## src/rtl/dma_arb_pkg.sv

```systemverilog
package dma_arb_pkg;
    localparam int unsigned ARB_CH    = 4;
    localparam int unsigned ARB_IDX_W = $clog2(ARB_CH);

    typedef enum logic {
        MODE_FIXED  = 1'b0,
        MODE_ROTATE = 1'b1
    } arb_mode_e;
endpackage

```

## src/rtl/dma_arb_pick.sv

```systemverilog
// Ring search: the channel after start_i has top priority, start_i itself the lowest.
module dma_arb_pick #(
    parameter int unsigned NUM_CH = 4,
    parameter int unsigned IDX_W  = $clog2(NUM_CH)
) (
    input  logic [NUM_CH-1:0] req_i,
    input  logic [IDX_W-1:0]  start_i,
    output logic              hit_o,
    output logic [IDX_W-1:0]  win_o
);
    always_comb begin
        hit_o = |req_i;
        win_o = '0;
        // walk from lowest priority to highest; the last match wins
        for (int k = NUM_CH; k >= 1; k--) begin
            int unsigned c;
            c = (int'(start_i) + k) % NUM_CH;
            if (req_i[c]) win_o = IDX_W'(c);
        end
    end
endmodule

```

## src/rtl/dma_arb_onehot.sv

```systemverilog
module dma_arb_onehot #(
    parameter int unsigned NUM_CH = 4,
    parameter int unsigned IDX_W  = $clog2(NUM_CH)
) (
    input  logic              en_i,
    input  logic [IDX_W-1:0]  idx_i,
    output logic [NUM_CH-1:0] oh_o
);
    for (genvar g = 0; g < NUM_CH; g++) begin : g_bit
        assign oh_o[g] = en_i && (idx_i == IDX_W'(g));
    end
endmodule

```

## src/rtl/dma_chan_arb.sv

```systemverilog
module dma_chan_arb
    import dma_arb_pkg::*;
#(
    parameter int unsigned NUM_CH = ARB_CH,
    parameter int unsigned IDX_W  = $clog2(NUM_CH)
) (
    input  logic              clk_i,
    input  logic              rst_ni,
    input  logic [NUM_CH-1:0] req_i,
    input  logic              rotate_i,
    input  logic              xfer_done_i,
    output logic [NUM_CH-1:0] gnt_o,
    output logic [IDX_W-1:0]  gnt_idx_o,
    output logic              gnt_valid_o
);
    localparam logic [IDX_W-1:0] LAST_CH = IDX_W'(NUM_CH - 1);

    typedef struct packed {
        logic             busy;
        logic [IDX_W-1:0] idx;
        logic [IDX_W-1:0] last;
    } arb_state_t;

    arb_state_t       st_d, st_q;
    arb_mode_e        mode;
    logic [IDX_W-1:0] start;
    logic             hit;
    logic [IDX_W-1:0] win;

    assign mode  = arb_mode_e'(rotate_i);
    // fixed priority is the ring search started just after the last channel
    assign start = (mode == MODE_ROTATE) ? st_q.last : LAST_CH;

    dma_arb_pick #(.NUM_CH(NUM_CH), .IDX_W(IDX_W)) u_pick (
        .req_i   (req_i),
        .start_i (start),
        .hit_o   (hit),
        .win_o   (win)
    );

    always_comb begin
        st_d = st_q;
        if (st_q.busy) begin
            if (xfer_done_i) begin
                st_d.busy = 1'b0;
                st_d.last = st_q.idx;
            end
        end else if (hit) begin
            st_d.busy = 1'b1;
            st_d.idx  = win;
        end
    end

    always_ff @(posedge clk_i or negedge rst_ni) begin
        if (!rst_ni) begin
            st_q <= '{busy: 1'b0, idx: '0, last: LAST_CH};
        end else begin
            st_q <= st_d;
        end
    end

    dma_arb_onehot #(.NUM_CH(NUM_CH), .IDX_W(IDX_W)) u_oh (
        .en_i  (st_q.busy),
        .idx_i (st_q.idx),
        .oh_o  (gnt_o)
    );

    assign gnt_idx_o   = st_q.idx;
    assign gnt_valid_o = st_q.busy;
endmodule

```

## config.mk

```make
export PLATFORM = sky130hd
export DESIGN_NAME = dma_chan_arb
export DESIGN_NICKNAME = d
export VERILOG_FILES = /design/src/rtl/dma_arb_pkg.sv /design/src/rtl/dma_arb_pick.sv /design/src/rtl/dma_arb_onehot.sv /design/src/rtl/dma_chan_arb.sv
export SDC_FILE = /design/constraint.sdc
export NUM_CORES = 1
export LEC_CHECK = 0
export ABC_AREA = 1
export BUFFER_PORTS_ARGS = -buffer_cell sky130_fd_sc_hd__clkbuf_2
export CAP_MARGIN = 20
export CORE_AREA = 3 3 40 42
export DETAILED_ROUTE_END_ITERATION = 16
export DIE_AREA = 0 0 43 45
export PLACE_DENSITY = 0.7
export SETUP_SLACK_MARGIN = 0.5
export SYNTH_ARGS = -nofsm -noshare
export SYNTH_HDL_FRONTEND = slang
export SYNTH_HIERARCHICAL = 1
export SYNTH_SLANG_ARGS = --single-unit
```

## constraint.sdc

```tcl
create_clock -name clk_i -period 1.5 [get_ports clk_i]
set_input_delay 0.075 -clock clk_i [delete_from_list [all_inputs] [get_ports clk_i]]
set_output_delay 0.075 -clock clk_i [all_outputs]
set_load 0.02 [all_outputs]
```

==> impl_metrics.toml, run 1 <==
[timing]
period_needed_ps = 1567
fin_skew_ps = 1.446
hold_viol = 0
finalSetupViolations = 1
max_slew_margin = 0.8626
rsz0062_at_grt = "true"
worstMarginPinSlew_ps = 206.1
min_period_over_period = 1.045
slew_viol_final = 0
max_freq_mhz = 638.2
hold_ws_ps = 77.94
setup_ws_ps = -66.93
finalSetupTns_ps = -66.93

[drt]
routed_wl_mm = 1.173
first_pass_iters = 4
ant_nets = 0
routed_via_density = 4.569
vias = 562
drc = 0
wl_per_cell_um = 9.537
drt_iter0_markers = 6

[clock_tree]
clkLatencyLatePin_ps = 230
htree_levels = 1
cts_made_buffers = 3
root_buffer = "clkbuf_4"
post-cts-setup-buffers = 0
cts_tree = "built"
clkSinkCount = 5
cts_buffer_depth = 2
cts.clk_slew.worst_paths_ps = 40

[run_status]
violations = "negative setup slack"
status = "complete, but fails checks"

[power_and_ir_drop]
p_int_mw = 0.6859
pwr-share-seq = 0.217
p_clk_frac = 0.110
p_leak_nw = 0.4339
combPwrFrac = 0.673
power_density_nw_per_um2 = 1877
max-vdd-ir-drop_mv = 0.8630
swShare = 0.4913
p_sw_mw = 0.6624

[floorplanning]
start_util = 0.4070
die_h_um = 45
core_region_area_um2 = 1285
rows = 13
design.die.area_um2 = 1935
io_pins = 15
die_width_um = 43

[synth]
synth_area_leader_cell = "nand2_1"
syn_avg_cell_area_um2 = 6.081
synth_ff_type = "dfrtp_1"
ys.warnings.count = 6
synth_commonest_cells = "nand2_1 (31), inv_1 (12), nand3_1 (8)"
syn_area_um2 = 523.0
synthArstFlopShare = 1.000
synth-edff-count = 0
ys_ff_latch = 5
synth_cells = 86
synth.distinct_cells = 18
synth_top_area_frac = 0.2225
yosysMostFrequentCell = "nand2_1"
synth_seq_area_share = 0.2440
synth.area.top_cells = "nand2_1 (22%), dfrtp_1 (14%), dfstp_2 (10%), inv_1 (8.6%), nand2_2 (8.4%)"
syn_nets = 94

[global_route]
grt_max_degree = 8
grt_pass1_vias = 526
grt_pass1_wl_mm = 1.966
gr-usage-all-layers = 0.1375
antenna_found_initial = 0
grt_remaining_overflow = 0

[finish]
n_antenna_cell = 0
fin_nets = 117
drive_gt1_frac = 0.4259
final_cells = 123
fin_util = 0.5589
area_delta_synth_final_pct = 37.32

[job]
maxCapViolCount = 0

[worst_setup_path]
end_kind = "flop"
cp_max_fo = 5
worstSetupPathType = "reg2reg"
start_kind = "flop"
cp_slowest_cell = "dfstp_2"
cp_top_family = "simple AND/OR/NAND/NOR gates"
cpMostUsedCell = "nand2_1"
max_stage_delay_ps = 530
path_buf_inv = 2
cp_cell_sequence = "inv_2 > nand2_4 > buf_12 > nand2_1 > o21ai_2 > nand2_2 > nand3_1 > nand3_1 > nand2_1 > nand2_1 > nand3_1 > nand2_1"
arrival_ps = 1680
crit_required_ps = 1620

[placed_design]
io_buffers = 14
hpwlAfterDp_um = 877.2
dp.cells = 117
place.gp.congestion = 0.7923

[hold_path]
hold_path.class = "in2reg"
==> final timing paths <==
check | start | slack [ps] | cells after the start | to
max in group asynchronous | rst_ni | 1090 | 2 | st_q[0]
min reg2reg | st_q[1] | 460 | 2 | st_q[1]
max | st_q[0] | -70 | 12 | gnt_idx_o[0]
max reg2reg | st_q[0] | -70 | 12 | gnt_idx_o[0]
min in group asynchronous | rst_ni | 200 | 2 | gnt_idx_o[1]
min | xfer_done_i | 80 | 3 | st_q[1]
==> tightest hold or removal path: stages <==
cell and delay (ps):
clkbuf_2 100, nand3_1 70, nand2_1 60
==> what timing repair did <==
action	4_1_cts	5_1_grt
resized for setup	4	2
endpoints found under the setup margin	6	7
hold endpoints to repair	5	0
gates cloned	1	0
hold buffers	1	0
pin swaps	4	1
==> through the flow <==
step,total power [mW],cell area [um2],worst slack (ps)
final,1.348,718.2,-66.93
after detailed placement,1.113,638.1,-74.98
after global placement,1.096,638.1,-56.91
after floorplan,0.9154,525.5,58.10
after global routing,1.490,718.2,-188.0
after CTS,1.342,709.4,-62.61
==> registers in the layout, summed over array words and instances (netlist names) <==
register     flops
gnt_idx_o        2
gnt_valid_o      1
st_q             2
==> layout by cell type, fill, tap and decap left out <==
cell | netlist | final
buf_16 | 0 | 1
dfstp_2 | 2 | 2
o21ai_0 | 1 | 1
nand2_1 | 31 | 30
nand3b_1 | 1 | 1
inv_2 | 2 | 3
nand4_1 | 1 | 1
clkbuf_4 | 0 | 3
nand2_4 | 2 | 3
nand2_2 | 7 | 7
inv_4 | 2 | 1
clkbuf_1 | 0 | 1
nand3_2 | 0 | 1
clkbuf_2 | 0 | 14
buf_4 | 2 | 4
dfrtp_1 | 3 | 3
buf_12 | 0 | 1
a21oi_2 | 1 | 1
dlygate4sd3_1 | 0 | 1
inv_1 | 12 | 11
o21ai_2 | 3 | 4
nor2_1 | 6 | 6
nand3_1 | 8 | 7
inv_6 | 0 | 1
==> area by class of cell <==
class,count,area (um2)
fill,132,566.8
multi-input combinational,62,320.3
timing repair buffer,21,157.7
sequential,5,127.6
inverter,16,67.56
clock buffer,4,26.28
tap,15,18.77
==> per-layer routing <==
| metal | up-vias | GRT usage | wire (um) |
|---|---|---|---|
| met4 | 0 | 0.09036 | 0 |
| li1 | 307 | - | - |
| met2 | 5 | 0.2395 | 666 |
| met1 | 250 | 0.1548 | 490 |
| met5 | - | 0 | 0 |
| met3 | 0 | 0.02390 | 15 |
==> kinds of logic (layout without fill, tap and decap cells) <==
group,Yosys count,after routing,synth area share
and+or+nand+nor,56,56,0.4952
buffers and inverters,19,41,0.1746
DFF,5,5,0.2440
AOI/OAI and AO/OA,6,6,0.08612
==> power groups by stage <==
stage / Sequential, mW / Clock [mW] / Combinational, mW
finish: 0.292 / 0.148 / 0.908
CTS: 0.292 / 0.158 / 0.893
floorplan: 0.294 / 0 / 0.621
detailed placement: 0.291 / 0 / 0.823
global placement: 0.289 / 0 / 0.807
global route: 0.308 / 0.162 / 1.02
No activity file was read; power rests on OpenSTA's default activity.
==> run 2, diff against run 1 <==
--- a/config.mk
+++ b/config.mk
@@ -8,10 +8,13 @@
 export ABC_AREA = 1
 export BUFFER_PORTS_ARGS = -buffer_cell sky130_fd_sc_hd__clkbuf_2
 export CAP_MARGIN = 20
-export CORE_AREA = 3 3 40 42
+export CELL_PAD_IN_SITES_DETAIL_PLACEMENT = 0
+export CELL_PAD_IN_SITES_GLOBAL_PLACEMENT = 1
+export CORE_MARGIN = 3
+export CORE_UTILIZATION = 29
+export CTS_BUF_LIST = sky130_fd_sc_hd__clkbuf_16
 export DETAILED_ROUTE_END_ITERATION = 16
-export DIE_AREA = 0 0 43 45
-export PLACE_DENSITY = 0.7
+export PLACE_DENSITY = 0.75
 export SETUP_SLACK_MARGIN = 0.5
 export SYNTH_ARGS = -nofsm -noshare
 export SYNTH_HDL_FRONTEND = slang
==> impl_metrics.toml, run 2 (synthesis gave the netlist of run 1 again) <==
[finish]
layout_common_cells = "nand2_1 (27), clkbuf_2 (14), inv_1 (11)"
fin_nets = 118
n_antenna_cell = 0
fillers = 153
drive_gt1_frac = 0.4679
final_common_cell = "nand2_1"
finalInstanceArea_um2 = 835.8
area_delta_synth_final_pct = 59.81

[worst_setup_path]
start_kind = "flop"
cp_max_fo = 5
arrival_ps = 1660
worstSetupPathType = "reg2reg"
end_kind = "flop"
crit_required_ps = 1610

[placed_design]
place_area_um2 = 649.4
io_buffers = 14
place.gp.congestion = 0.7712
hpwlAfterDp_um = 936.6

[timing]
max_freq_mhz = 642.5
period_needed_ps = 1556
hold_viol = 0
setup_ws_ps = -56.43
finalSetupTns_ps = -75.60
fin_skew_ps = 0.7958
worstMarginPinSlew_ps = 206.7
slew_viol_final = 0
rsz0062_at_grt = "true"
min_period_over_period = 1.038
finalSetupViolations = 2
max_slew_margin = 0.8622

[hold_path]
hold_path.class = "in2reg"

[clock_tree]
root_buffer = "clkbuf_16"
cts_made_buffers = 3
cts_buffer_depth = 2
htree_levels = 1
cts_tree = "built"
cts.clk_slew.worst_paths_ps = 30
clkLatencyLatePin_ps = 220
clkSinkCount = 5

[drt]
ant_nets = 0
routed_wl_mm = 1.246
first_pass_iters = 3
vias = 557
drc = 0
routed_via_density = 4.188
wl_per_cell_um = 9.368
drt_iter0_markers = 6

[run_status]
status = "complete, but fails checks"
violations = "negative setup slack"

[global_route]
grt_pass1_wl_mm = 2.339
antenna_found_initial = 0
gr-usage-all-layers = 0.1294
grt_pass1_vias = 577
grt_max_degree = 8
grt_remaining_overflow = 0

[floorplanning]
design.die.area_um2 = 2349
die_width_um = 48.47
io_pins = 15
die_h_um = 48.47
start_util = 0.3281
core_region_area_um2 = 1594
rows = 14

[job]
maxCapViolCount = 0

[power_and_ir_drop]
power_density_nw_per_um2 = 2028
p_leak_nw = 0.4827
max-vdd-ir-drop_mv = 1.205
==> run 2: metrics by stage <==
step                      utilization  std cells  power, mW  setup slack, ps  hold slack, ps
after floorplan                     -         86     0.9154            58.10          -220.6
after global placement         0.4074        126      1.113           -58.78          -108.1
final                          0.5243        133      1.695           -56.43           106.2
after global routing           0.5243        133      1.841           -185.1           143.3
after CTS                      0.5196        133      1.704           -82.63           101.6
after detailed placement       0.4074        126      1.120           -94.70          -105.6
==> run 2: final cells by class <==
class	count	area (um2)	area share
flip-flops and latches	5	127.6	0.1527
inverters	16	67.56	0.08084
repair buffers	22	177.7	0.2126
clock inverters	1	3.754	0.004491
multi-input cells	62	354.1	0.4237
clock buffers	3	75.07	0.08982
well taps	24	30.03	0.03593
==> run 2: worst max-delay path, cell delays in order (launching register included) <==
cell and delay [ps]:
dfstp_2 520, inv_2 40, nand2_4 70, buf_12 120
inv_6 40, nand2_4 50, nand2_4 70, inv_4 70
nand2_4 40, nand3b_1 80, nand3_1 80, nand2_1 60
nand2_1 50, nand3_1 60, nand2_1 60
==> run 2: final timing paths <==
kind	from	endpoint	slack, ps	cells past startpoint
min in group asynchronous	rst_ni	gnt_valid_o	210	2
min	xfer_done_i	st_q[1]	110	3
max in group asynchronous	rst_ni	st_q[0]	1080	2
min reg2reg	st_q[1]	st_q[1]	460	2
max reg2reg	st_q[0]	gnt_idx_o[0]	-60	14
max	st_q[0]	gnt_idx_o[0]	-60	14
==> run 2: metal layers <==
metal	vias up	wire, um	GRT usage
met5	-	0	0
met3	2	9	0.02761
met1	247	540	0.1377
met2	6	682	0.2294
met4	0	14	0.08531
li1	302	-	-
==> run 2: what timing repair did <==
item	4_1_cts	5_1_grt
gates cloned	1	0
setup buffers	1	0
resized for setup	12	2
pin swaps	11	8
hold endpoints to repair	5	0
setup endpoints to repair	6	7
hold buffers	1	0
==> run 2: power breakdown <==
part / switching [mW] / total, mW / internal [mW] / leakage, nW
Combinational: 0.569 / 0.981 / 0.411 / 0.383
Sequential: 0.0721 / 0.291 / 0.218 / 0.0571
Clock: 0.0798 / 0.424 / 0.344 / 0.0423
Total: 0.721 / 1.70 / 0.974 / 0.483
==> run 3, diff against run 2 <==
--- a/config.mk
+++ b/config.mk
@@ -15,7 +15,6 @@
 export CTS_BUF_LIST = sky130_fd_sc_hd__clkbuf_16
 export DETAILED_ROUTE_END_ITERATION = 16
 export PLACE_DENSITY = 0.75
-export SETUP_SLACK_MARGIN = 0.5
 export SYNTH_ARGS = -nofsm -noshare
 export SYNTH_HDL_FRONTEND = slang
 export SYNTH_HIERARCHICAL = 1
==> impl_metrics.toml, run 3 (synthesis gave the netlist of run 1 again) <==
[clock_tree]
cts.clk_slew.worst_paths_ps = 30
cts_tree = "built"
clkLatencyLatePin_ps = 230
cts_made_buffers = 3
htree_levels = 1
clkSinkCount = 5
cts_buffer_depth = 2
root_buffer = "clkbuf_16"

[worst_setup_path]
end_kind = "flop"
arrival_ps = 1670
cp_max_fo = 5
worstSetupPathType = "reg2reg"
start_kind = "flop"
crit_required_ps = 1610

[timing]
hold_ws_ps = 106.4
finalSetupViolations = 2
max_slew_margin = 0.8412
max_freq_mhz = 641.8
worstMarginPinSlew_ps = 238.1
min_period_over_period = 1.039
setup_ws_ps = -58.21
slew_viol_final = 0
hold_viol = 0
period_needed_ps = 1558
finalSetupTns_ps = -74.24
rsz0062_at_grt = "true"
fin_skew_ps = 2.915

[global_route]
gr-usage-all-layers = 0.1290
grt_pass1_wl_mm = 2.297
grt_max_degree = 8
grt_pass1_vias = 554
grt_remaining_overflow = 0
antenna_found_initial = 0

[finish]
final_common_cell = "nand2_1"
area_delta_synth_final_pct = 53.11
drive_gt1_frac = 0.4587
layout_common_cells = "nand2_1 (29), clkbuf_2 (14), inv_1 (10)"
finalInstanceArea_um2 = 800.8
n_antenna_cell = 0
fin_nets = 118
fin_util = 0.5024

[floorplanning]
die_width_um = 48.47
core_region_area_um2 = 1594
start_util = 0.3281
io_pins = 15
die_h_um = 48.47
rows = 14
design.die.area_um2 = 2349

[power_and_ir_drop]
power_density_nw_per_um2 = 2072
p_leak_nw = 0.4699
power_mw = 1.659
max-vdd-ir-drop_mv = 0.6357

[placed_design]
place_area_um2 = 646.9
hpwlAfterDp_um = 956.3
io_buffers = 14
place.gp.congestion = 0.7624

[drt]
wl_per_cell_um = 9.398
first_pass_iters = 4
routed_via_density = 4.338
ant_nets = 0
vias = 577
routed_wl_mm = 1.250
drt_iter0_markers = 9
drc = 0

[run_status]
status = "complete, but fails checks"
violations = "negative setup slack"

[hold_path]
hold_path.class = "in2reg"

[job]
maxCapViolCount = 0
run 3: cell counts in the layout (fill, tap and decap cells not counted):
No cell type changed its count.
run 3: worst max-delay path, stage by stage, from the launching register on:
cell and delay, ps:
dfstp_2 530, inv_2 40, nand2_4 80, buf_12 130, inv_8 40, nand2_4 50
nand2_4 60, inv_4 70, nand2_4 40, nand3b_1 80, nand3_1 80, nand2_1 60
nand2_1 50, nand3_1 60, nand2_1 60
run 3: area by class of cell:
type,count,area [um2]
Fill cell,156,793.3
Multi-Input combinational cell,62,329.1
Timing Repair Buffer,22,165.2
Sequential cell,5,127.6
Clock buffer,3,75.07
Inverter,16,70.07
Tap cell,24,30.03
Clock inverter,1,3.754
run 3: report_power, final:
| group | switching [mW] | internal [mW] | leakage, nW |
|---|---|---|---|
| combinational | 0.543 | 0.382 | 0.371 |
| clock | 0.0897 | 0.345 | 0.0423 |
| sequential | 0.0804 | 0.219 | 0.0571 |
run 3: worst paths after layout:
check | cells after the start | from | slack (ps) | to
worst max register to register | 14 | st_q[0] | -60 | gnt_idx_o[0]
worst max-delay path | 14 | st_q[0] | -60 | gnt_idx_o[0]
worst min-delay path | 3 | xfer_done_i | 110 | st_q[1]
worst min register to register | 2 | st_q[1] | 460 | st_q[1]
min in group asynchronous | 2 | rst_ni | 190 | gnt_idx_o[0]
max in group asynchronous | 2 | rst_ni | 1090 | st_q[0]
run 3: metrics by stage:
step	setup WS, ps	cells
after floorplan	53.39	86
after global placement	-66.36	126
after detailed placement	-85.80	126
after CTS	-86.96	133
after global routing	-150.0	133
final	-58.21	133
run 3: timing repair:
action                                  CTS  global route
endpoints found under the setup margin    2             2
gates cloned                              1             0
endpoints found under the hold margin     5             0
setup buffers                             1             0
resized for setup                         9             3
pin swaps                                 8             7
hold buffers                              1             0
run 3: metal layers:
layer	vias up	share of wire	GRT usage
li1	305	-	-
met1	252	0.45	0.1458
met2	15	0.45	0.2087
met3	5	0.050	0.02147
met4	0	0.044	0.1137
met5	-	0	0
